==> config.mk <==
export PLATFORM = sky130hd
export DESIGN_NAME = diff_clk_gate
export DESIGN_NICKNAME = d
export VERILOG_FILES = /design/src/rtl/gate_pkg.sv /design/src/rtl/pin_sync.sv /design/src/rtl/out_arbiter.sv /design/src/rtl/diff_clk_gate.sv
export SDC_FILE = /design/constraint.sdc
export NUM_CORES = 1
export LEC_CHECK = 0
export ABC_CLOCK_PERIOD_IN_PS = 1700
export CAP_MARGIN = 20
export CORE_MARGIN = 1
export CORE_UTILIZATION = 50
export CTS_BUF_LIST = sky130_fd_sc_hd__clkbuf_4
export CTS_CLUSTER_DIAMETER = 30
export DETAILED_ROUTE_END_ITERATION = 10
export HOLD_SLACK_MARGIN = 0.15
export PLACE_DENSITY_LB_ADDON = 0.12
export SETUP_SLACK_MARGIN = 0.02
export SLEW_MARGIN = 40
export SYNTH_ARGS = -nofsm -noshare
export SYNTH_HDL_FRONTEND = slang
export SYNTH_SLANG_ARGS = --single-unit
==> constraint.sdc <==
create_clock -name clk -period 1.7 [get_ports clk]
set_input_delay 0.17 -clock clk [delete_from_list [all_inputs] [get_ports clk]]
set_output_delay 0.17 -clock clk [all_outputs]
set_load 0.05 [all_outputs]
==> src/rtl/gate_pkg.sv <==
package gate_pkg;

    typedef enum logic [1:0] {
        MODE_DIS  = 2'd0,
        MODE_RUN  = 2'd1,
        MODE_STOP = 2'd2,
        MODE_PDN  = 2'd3
    } mode_e;

    // Priority: power-down, then stop, then enable permission.
    function automatic mode_e pick_mode(input logic pd_act,
                                        input logic halt_act,
                                        input logic stoppable,
                                        input logic en,
                                        input logic oe);
        if (pd_act)
            return MODE_PDN;
        else if (halt_act && stoppable)
            return MODE_STOP;
        else if (en && oe)
            return MODE_RUN;
        else
            return MODE_DIS;
    endfunction

endpackage

==> src/rtl/pin_sync.sv <==
module pin_sync #(
    parameter int W      = 1,
    parameter int STAGES = 2
) (
    input  logic         clk,
    input  logic         rst_n,
    input  logic [W-1:0] din,
    output logic [W-1:0] dout
);
    logic [STAGES-1:0][W-1:0] stg_d, stg_q;

    always_comb begin
        stg_d[0] = din;
        for (int s = 1; s < STAGES; s++)
            stg_d[s] = stg_q[s-1];
    end

    always_ff @(posedge clk or negedge rst_n) begin
        if (!rst_n)
            stg_q <= '0;
        else
            stg_q <= stg_d;
    end

    assign dout = stg_q[STAGES-1];
endmodule

==> src/rtl/out_arbiter.sv <==
module out_arbiter #(
    parameter int N_OUT = 4
) (
    input  logic                          pd_act,
    input  logic                          halt_act,
    input  logic [N_OUT-1:0]              en,
    input  logic [N_OUT-1:0]              oe,
    input  logic [N_OUT-1:0]              stoppable,
    output gate_pkg::mode_e [N_OUT-1:0]   mode_o
);
    for (genvar i = 0; i < N_OUT; i++) begin : g_arb
        assign mode_o[i] = gate_pkg::pick_mode(pd_act, halt_act,
                                               stoppable[i], en[i], oe[i]);
    end
endmodule

==> src/rtl/diff_clk_gate.sv <==
module diff_clk_gate #(
    parameter int N_OUT       = 4,
    parameter int SYNC_STAGES = 2
) (
    input  logic             clk,
    input  logic             rst_n,
    input  logic [N_OUT-1:0] cfg_en,
    input  logic [N_OUT-1:0] cfg_stoppable,
    input  logic             cfg_pd_pol,
    input  logic             cfg_pd_hiz,
    input  logic             cfg_stop_hiz,
    input  logic [N_OUT-1:0] pin_oe,
    input  logic             pin_halt_n,
    input  logic             pin_pd,
    output logic [N_OUT-1:0] out_run,
    output logic [N_OUT-1:0] out_hiz,
    output logic [N_OUT-1:0] out_t,
    output logic [N_OUT-1:0] out_c
);
    import gate_pkg::*;

    localparam int PIN_W = N_OUT + 2;

    typedef struct packed {
        logic                ref_clk;
        mode_e [N_OUT-1:0]   mode;
        logic [N_OUT-1:0]    run;
        logic [N_OUT-1:0]    hiz;
        logic [N_OUT-1:0]    t;
        logic [N_OUT-1:0]    c;
    } state_t;

    state_t st_d, st_q;

    logic [PIN_W-1:0]    pins_raw, pins_s;
    logic [N_OUT-1:0]    oe_s;
    logic                halt_s, pd_s, pd_act, halt_act;
    mode_e [N_OUT-1:0]   arb_mode;

    assign pins_raw = {pin_pd, pin_halt_n, pin_oe};

    pin_sync #(.W(PIN_W), .STAGES(SYNC_STAGES)) u_sync (
        .clk  (clk),
        .rst_n(rst_n),
        .din  (pins_raw),
        .dout (pins_s)
    );

    assign oe_s     = pins_s[N_OUT-1:0];
    assign halt_s   = pins_s[N_OUT];
    assign pd_s     = pins_s[N_OUT+1];
    assign pd_act   = cfg_pd_pol ? pd_s : ~pd_s;
    assign halt_act = ~halt_s;

    out_arbiter #(.N_OUT(N_OUT)) u_arb (
        .pd_act   (pd_act),
        .halt_act (halt_act),
        .en       (cfg_en),
        .oe       (oe_s),
        .stoppable(cfg_stoppable),
        .mode_o   (arb_mode)
    );

    always_comb begin
        st_d         = st_q;
        st_d.ref_clk = ~st_q.ref_clk;
        for (int i = 0; i < N_OUT; i++) begin
            // Commit a new mode only when the reference falls next.
            if (st_q.ref_clk)
                st_d.mode[i] = arb_mode[i];
            st_d.run[i] = (st_d.mode[i] == MODE_RUN);
            st_d.hiz[i] = ((st_d.mode[i] == MODE_PDN)  && cfg_pd_hiz) ||
                          ((st_d.mode[i] == MODE_STOP) && cfg_stop_hiz);
            st_d.t[i]   = st_d.ref_clk && st_d.run[i];
            st_d.c[i]   = ~(st_d.ref_clk && st_d.run[i]);
        end
    end

    always_ff @(posedge clk or negedge rst_n) begin
        if (!rst_n) begin
            st_q         <= '0;
            st_q.mode    <= {N_OUT{MODE_DIS}};
            st_q.c       <= '1;
        end else begin
            st_q <= st_d;
        end
    end

    assign out_run = st_q.run;
    assign out_hiz = st_q.hiz;
    assign out_t   = st_q.t;
    assign out_c   = st_q.c;

    for (genvar i = 0; i < N_OUT; i++) begin : g_chk
        assert_full_pulse_R7: assert property (@(posedge clk) disable iff (!rst_n)
            $rose(out_t[i]) |=> $fell(out_t[i]));
        assert_change_on_low_R7: assert property (@(posedge clk) disable iff (!rst_n)
            !$stable(out_run[i]) |-> ($past(st_q.ref_clk) && !out_t[i]));
        assert_true_needs_run_R1: assert property (@(posedge clk) disable iff (!rst_n)
            out_t[i] |-> out_run[i]);
        assert_float_not_running_R6: assert property (@(posedge clk) disable iff (!rst_n)
            out_hiz[i] |-> !out_run[i]);
        assert_idle_legs_R9: assert property (@(posedge clk) disable iff (!rst_n)
            !out_run[i] |-> (!out_t[i] && out_c[i]));
    end
endmodule

# Word level (Yosys, flattened, before mapping)

Index checks and enable logic that the tools add are counted.
Widths: inputs -> output; s select.

Register bits after elaboration: 37
Output and inout bits: 16
Word-level logic and storage cells: 71

Equality and inequality tests: 12
Mux-type cells: 17
Bitwise gates (word level): 7
Reduce and logical (&&, ||, !) cells: 24

Operators with widths:

| cell               | number |
|---|---|
| $mux 2             | 12 |
| $logic_and 1x1->1  | 20 |
| $eq 2x2->1 const B | 8 |
| $eq 2x1->1 const B | 4 |
| $not 1->1          | 7 |
| $mux 1             | 5 |
| $logic_or 1x1->1   | 4 |

# Depth between registers and ports, before layout

Word-level depth: 8
Mapped depth: 5
Mapped depth without buffers: 5

# Modules after synthesis

From an unflattened synthesis, not the netlist that was laid out.

Cell total of the unflattened synthesis: 108
Area total of the unflattened synthesis: 1,405.1 sq um

By module, submodules not included:

| module        | instances | cells an instance | area each (sq um) | sequential area each (sq um) |
|---|---|---|---|---|
| diff_clk_gate | 1         | 84                | 1,029.7           | 630.6 |
| pin_sync      | 1         | 12                | 300.3             | 300.3 |
| out_arbiter   | 1         | 12                | 75.1              | 0.0 |

# Worst setup path before layout

No wires, ideal clock.

Path type: reg2reg
From: reg u_sync.stg_q (netlist bit u_sync.dout[4])
To: reg st_q (netlist bit out_hiz[2])
Setup time: 0.122 ns
Data arrival time: 1.093 ns
Setup slack: 0.485 ns
Cell stages (with the launch flop): 6
Period minus slack after synthesis: 1.215 ns
Cell sequence: dfrtp_1 or2b_2 and3_4 o22ai_2 inv_2 mux2i_1

RTL lines:

| item                   | line                | source |
|---|---|---|
| from (decl)            | pin_sync.sv:10      | `logic [STAGES-1:0][W-1:0] stg_d, stg_q;` |
| from (signal assigned) | pin_sync.sv:22      | `stg_q <= stg_d;` |
| to (signal assigned)   | diff_clk_gate.sv:85 | `st_q <= st_d;` |
| to (decl)              | diff_clk_gate.sv:33 | `state_t st_d, st_q;` |

# Worst setup path in the final report

From: reg st_q (netlist bit out_run[0])
To: out out_run[0]

RTL lines:

| item      | line                | source |
|---|---|---|
| to (decl) | diff_clk_gate.sv:15 | `output logic [N_OUT-1:0] out_run,` |

No word-level cell between the ends.

==> impl_metrics.toml <==
[worst_hold_path]
holdPathEnd = "u_sync.stg_d[7]"
min_path_cells = 1
worstHoldStart = "pin_oe[1]"
hold_path_class = "primary input to flop"

[synth]
synth_area_per_cell_sq_um = 12.8
synth.distinct_cells = 21
ys_ff_latch = 37
synth_top_area_share_pct = 59.6
yosysWarnings = 0
synth_area_leader_cell = "dfrtp_1"
synth_fp_nets = 127
synthTopCellsByArea = "dfrtp_1 (60%), buf_4 (8.7%), dfstp_2 (7.6%)"
syn_area_sq_um = 1390
synth_cells = 108
seq_area_frac_synth_pct = 67.1

[placement]
dpl.hpwl_microns = 1400
portBuffers = 34
routabilityCongestion = 0.735
placed_area_sq_um = 1620

[clock_network]
cts-root-buf = "clkbuf_4"
h-tree-depth = 2
cts_tree = "yes"
cts-buffers-inserted = 5
cts_sinks = 37
insertion_delay_ps = 330
path_clk_slew_ps = 100
clockBufferDepth = 2

[worst_setup_path]
path_class = "flop to output pin"
critPathTopFamily = "buffers and inverters"
r2r-start = "st_q[24]"
rr_worst_depth = 4
crit_buf_inv = 1
slowest_delay_ps = 790
cp-start-kind = "flop"
path_cells = "clkdlybuf4s50_1"
cp.depth = 1
worstReg2RegEnd = "out_hiz[0]"
critPathArrivalTime_ps = 1460
worstPathRequired_ps = 1530
cp-end-kind = "output pin"
reg2reg_setup_slack_ps = 270
cp_slowest_cell = "clkdlybuf4s50_1"
critical_path.max_fanout = 1

[grt]
grtUsageTotal_pct = 17.0
gr-total-overflow = 0
grt_pass1_vias = 778
grt_pass1_wl_microns = 3240
antenna_found_initial = 0
grt_max_degree = 38

[drt]
wl_microns = 1950
firstDrtPassIters = 4
drc = 0
wl_per_cell_microns = 11.8
vias = 788
drt_iter0_markers = 12
routed_via_density = 4.78
final_antenna_net_count = 0

[power_and_ir_drop]
powerDensity_nw_per_um2 = 1050
swShare_pct = 29.5
combPwrFrac_pct = 20.4
leakage_nw = 0.940
peakVddDrop_mv = 0.873
internal-power_mw = 1.27
seq_power_share_pct = 54.8
p_sw_mw = 0.531
pwr-share-clk_pct = 24.7
finalPower_mw = 1.80

[floorplanning]
io_pins = 35
start_util_pct = 54.5
core_area_sq_um = 2540
fp.dieArea_sq_um = 2990
row_count = 18
die_w_microns = 54.7
die_h_microns = 54.7

[cells_and_area]
post-route-cell-area_sq_um = 1710
final_common_cell = "dfrtp_1"
layout_common_cells = "dfrtp_1 (33), clkdlybuf4s50_1 (18), nand2_1 (9), dlymetal6s2s_1 (9)"
layout.nets = 153
fin_util_pct = 67.2
drive_gt1_share_pct = 23.7
area_growth_pct = 23.3
diodes = 0

[timing]
tns_ps = 0
fin_crit_ps = 1630
rsz0062_at_grt = "no"
fin_crit_sh_pct = 95.7
finalHoldViolations = 0
relSlewSlack_pct = 65.6
drv_slew = 0
worstMarginPinSlew_ps = 515
fin_skew_ps = 5.67
finalSetupViolCount = 0
clock.fmax_mhz = 615

[run]
maxCapViolations = 0

[outcome]
status = "completed"
[synthesized netlist by cell type]
library cell,n
mux2i_1,4
dfrtp_1,33
nor2_1,8
a31oi_1,5
and3_4,2
inv_2,3
nand2_2,1
and3_2,1
nand2b_1,1
buf_6,1
nor2b_1,1
buf_4,16
nand2b_2,1
nand2_1,9
or2b_2,1
o22ai_2,3
nand3_1,4
xor2_2,1
or2b_1,1
dfstp_2,4
inv_1,8
[metal layers]
| layer | share of wire [%] | GRT usage, % | vias up |
|---|---|---|---|
| met5 | 0 | 0 | - |
| li1 | - | - | 377 |
| met2 | 50 | 27.3 | 30 |
| met4 | 2.4 | 14.1 | 0 |
| met1 | 41 | 17.6 | 376 |
| met3 | 7.2 | 6.11 | 5 |
[kinds of logic (layout without fill, tap and decap cells)]
| kind of cell | after synthesis | in the layout | synth area share (%) |
|---|---|---|---|
| DFF | 37 | 37 | 67.1 |
| and+or+nand+nor | 30 | 30 | 11.4 |
| buffers and inverters | 28 | 55 | 12.5 |
| AOI/OAI and AO/OA | 8 | 8 | 4.96 |
| muxes | 4 | 4 | 2.89 |
| xor gates and xnor gates | 1 | 1 | 1.17 |
[sequential cells by signal, summed over array words and instances, names as in the netlist]
name,count
u_sync.stg_d,6
u_sync.dout,6
out_run,4
out_c,4
out_t,4
out_hiz,4
st_q,9
[how the worst max path moves through the flow]
stage / endpoint / start
after floorplan: out_hiz[2] / u_sync.dout[4]
after global placement: out_hiz[1] / cfg_pd_pol
after detailed placement: out_hiz[1] / cfg_pd_pol
after CTS: out_hiz[2] / out_hiz[2]
after global routing: out_run[0] / out_run[0]
final: out_run[0] / out_run[0]
[per-stage QoR]
| stage | setup slack (ps) | std cells | hold WS, ps |
|---|---|---|---|
| 2_1_floorplan | 485 | 108 | -126 |
| 3_3_place_gp | 148 | 156 | 225 |
| 3_5_place_dp | 126 | 156 | 238 |
| 4_1_cts | 20.1 | 165 | 249 |
| 5_1_grt | 20.0 | 165 | 247 |
| 6_report | 73.6 | 165 | 267 |
[power groups by stage]
stage                     clock [mW]  combinational [mW]  sequential [mW]
after floorplan                    0               0.287            0.996
after global placement             0               0.371             1.00
after detailed placement           0               0.374             1.00
after CTS                      0.470               0.374            0.987
after global routing           0.496               0.393            0.994
final                          0.445               0.367            0.985
[area by class of cell]
cell class                      count  area, sq um
Timing Repair Buffer               36          362
Multi-Input combinational cell     43          283
Clock inverter                      2         10.0
Fill cell                         199          836
Inverter                           11         41.3
Sequential cell                    37          931
Clock buffer                        6         45.0
Tap cell                           30         37.5
[timing repair]
item,4_1_cts,5_1_grt
hold buffers,1,0
setup buffers,0,0
hold endpoints to repair,33,0
resized for setup,1,9
endpoints found under the setup margin,1,9
Note: power is estimated with default switching activity, not from simulation.
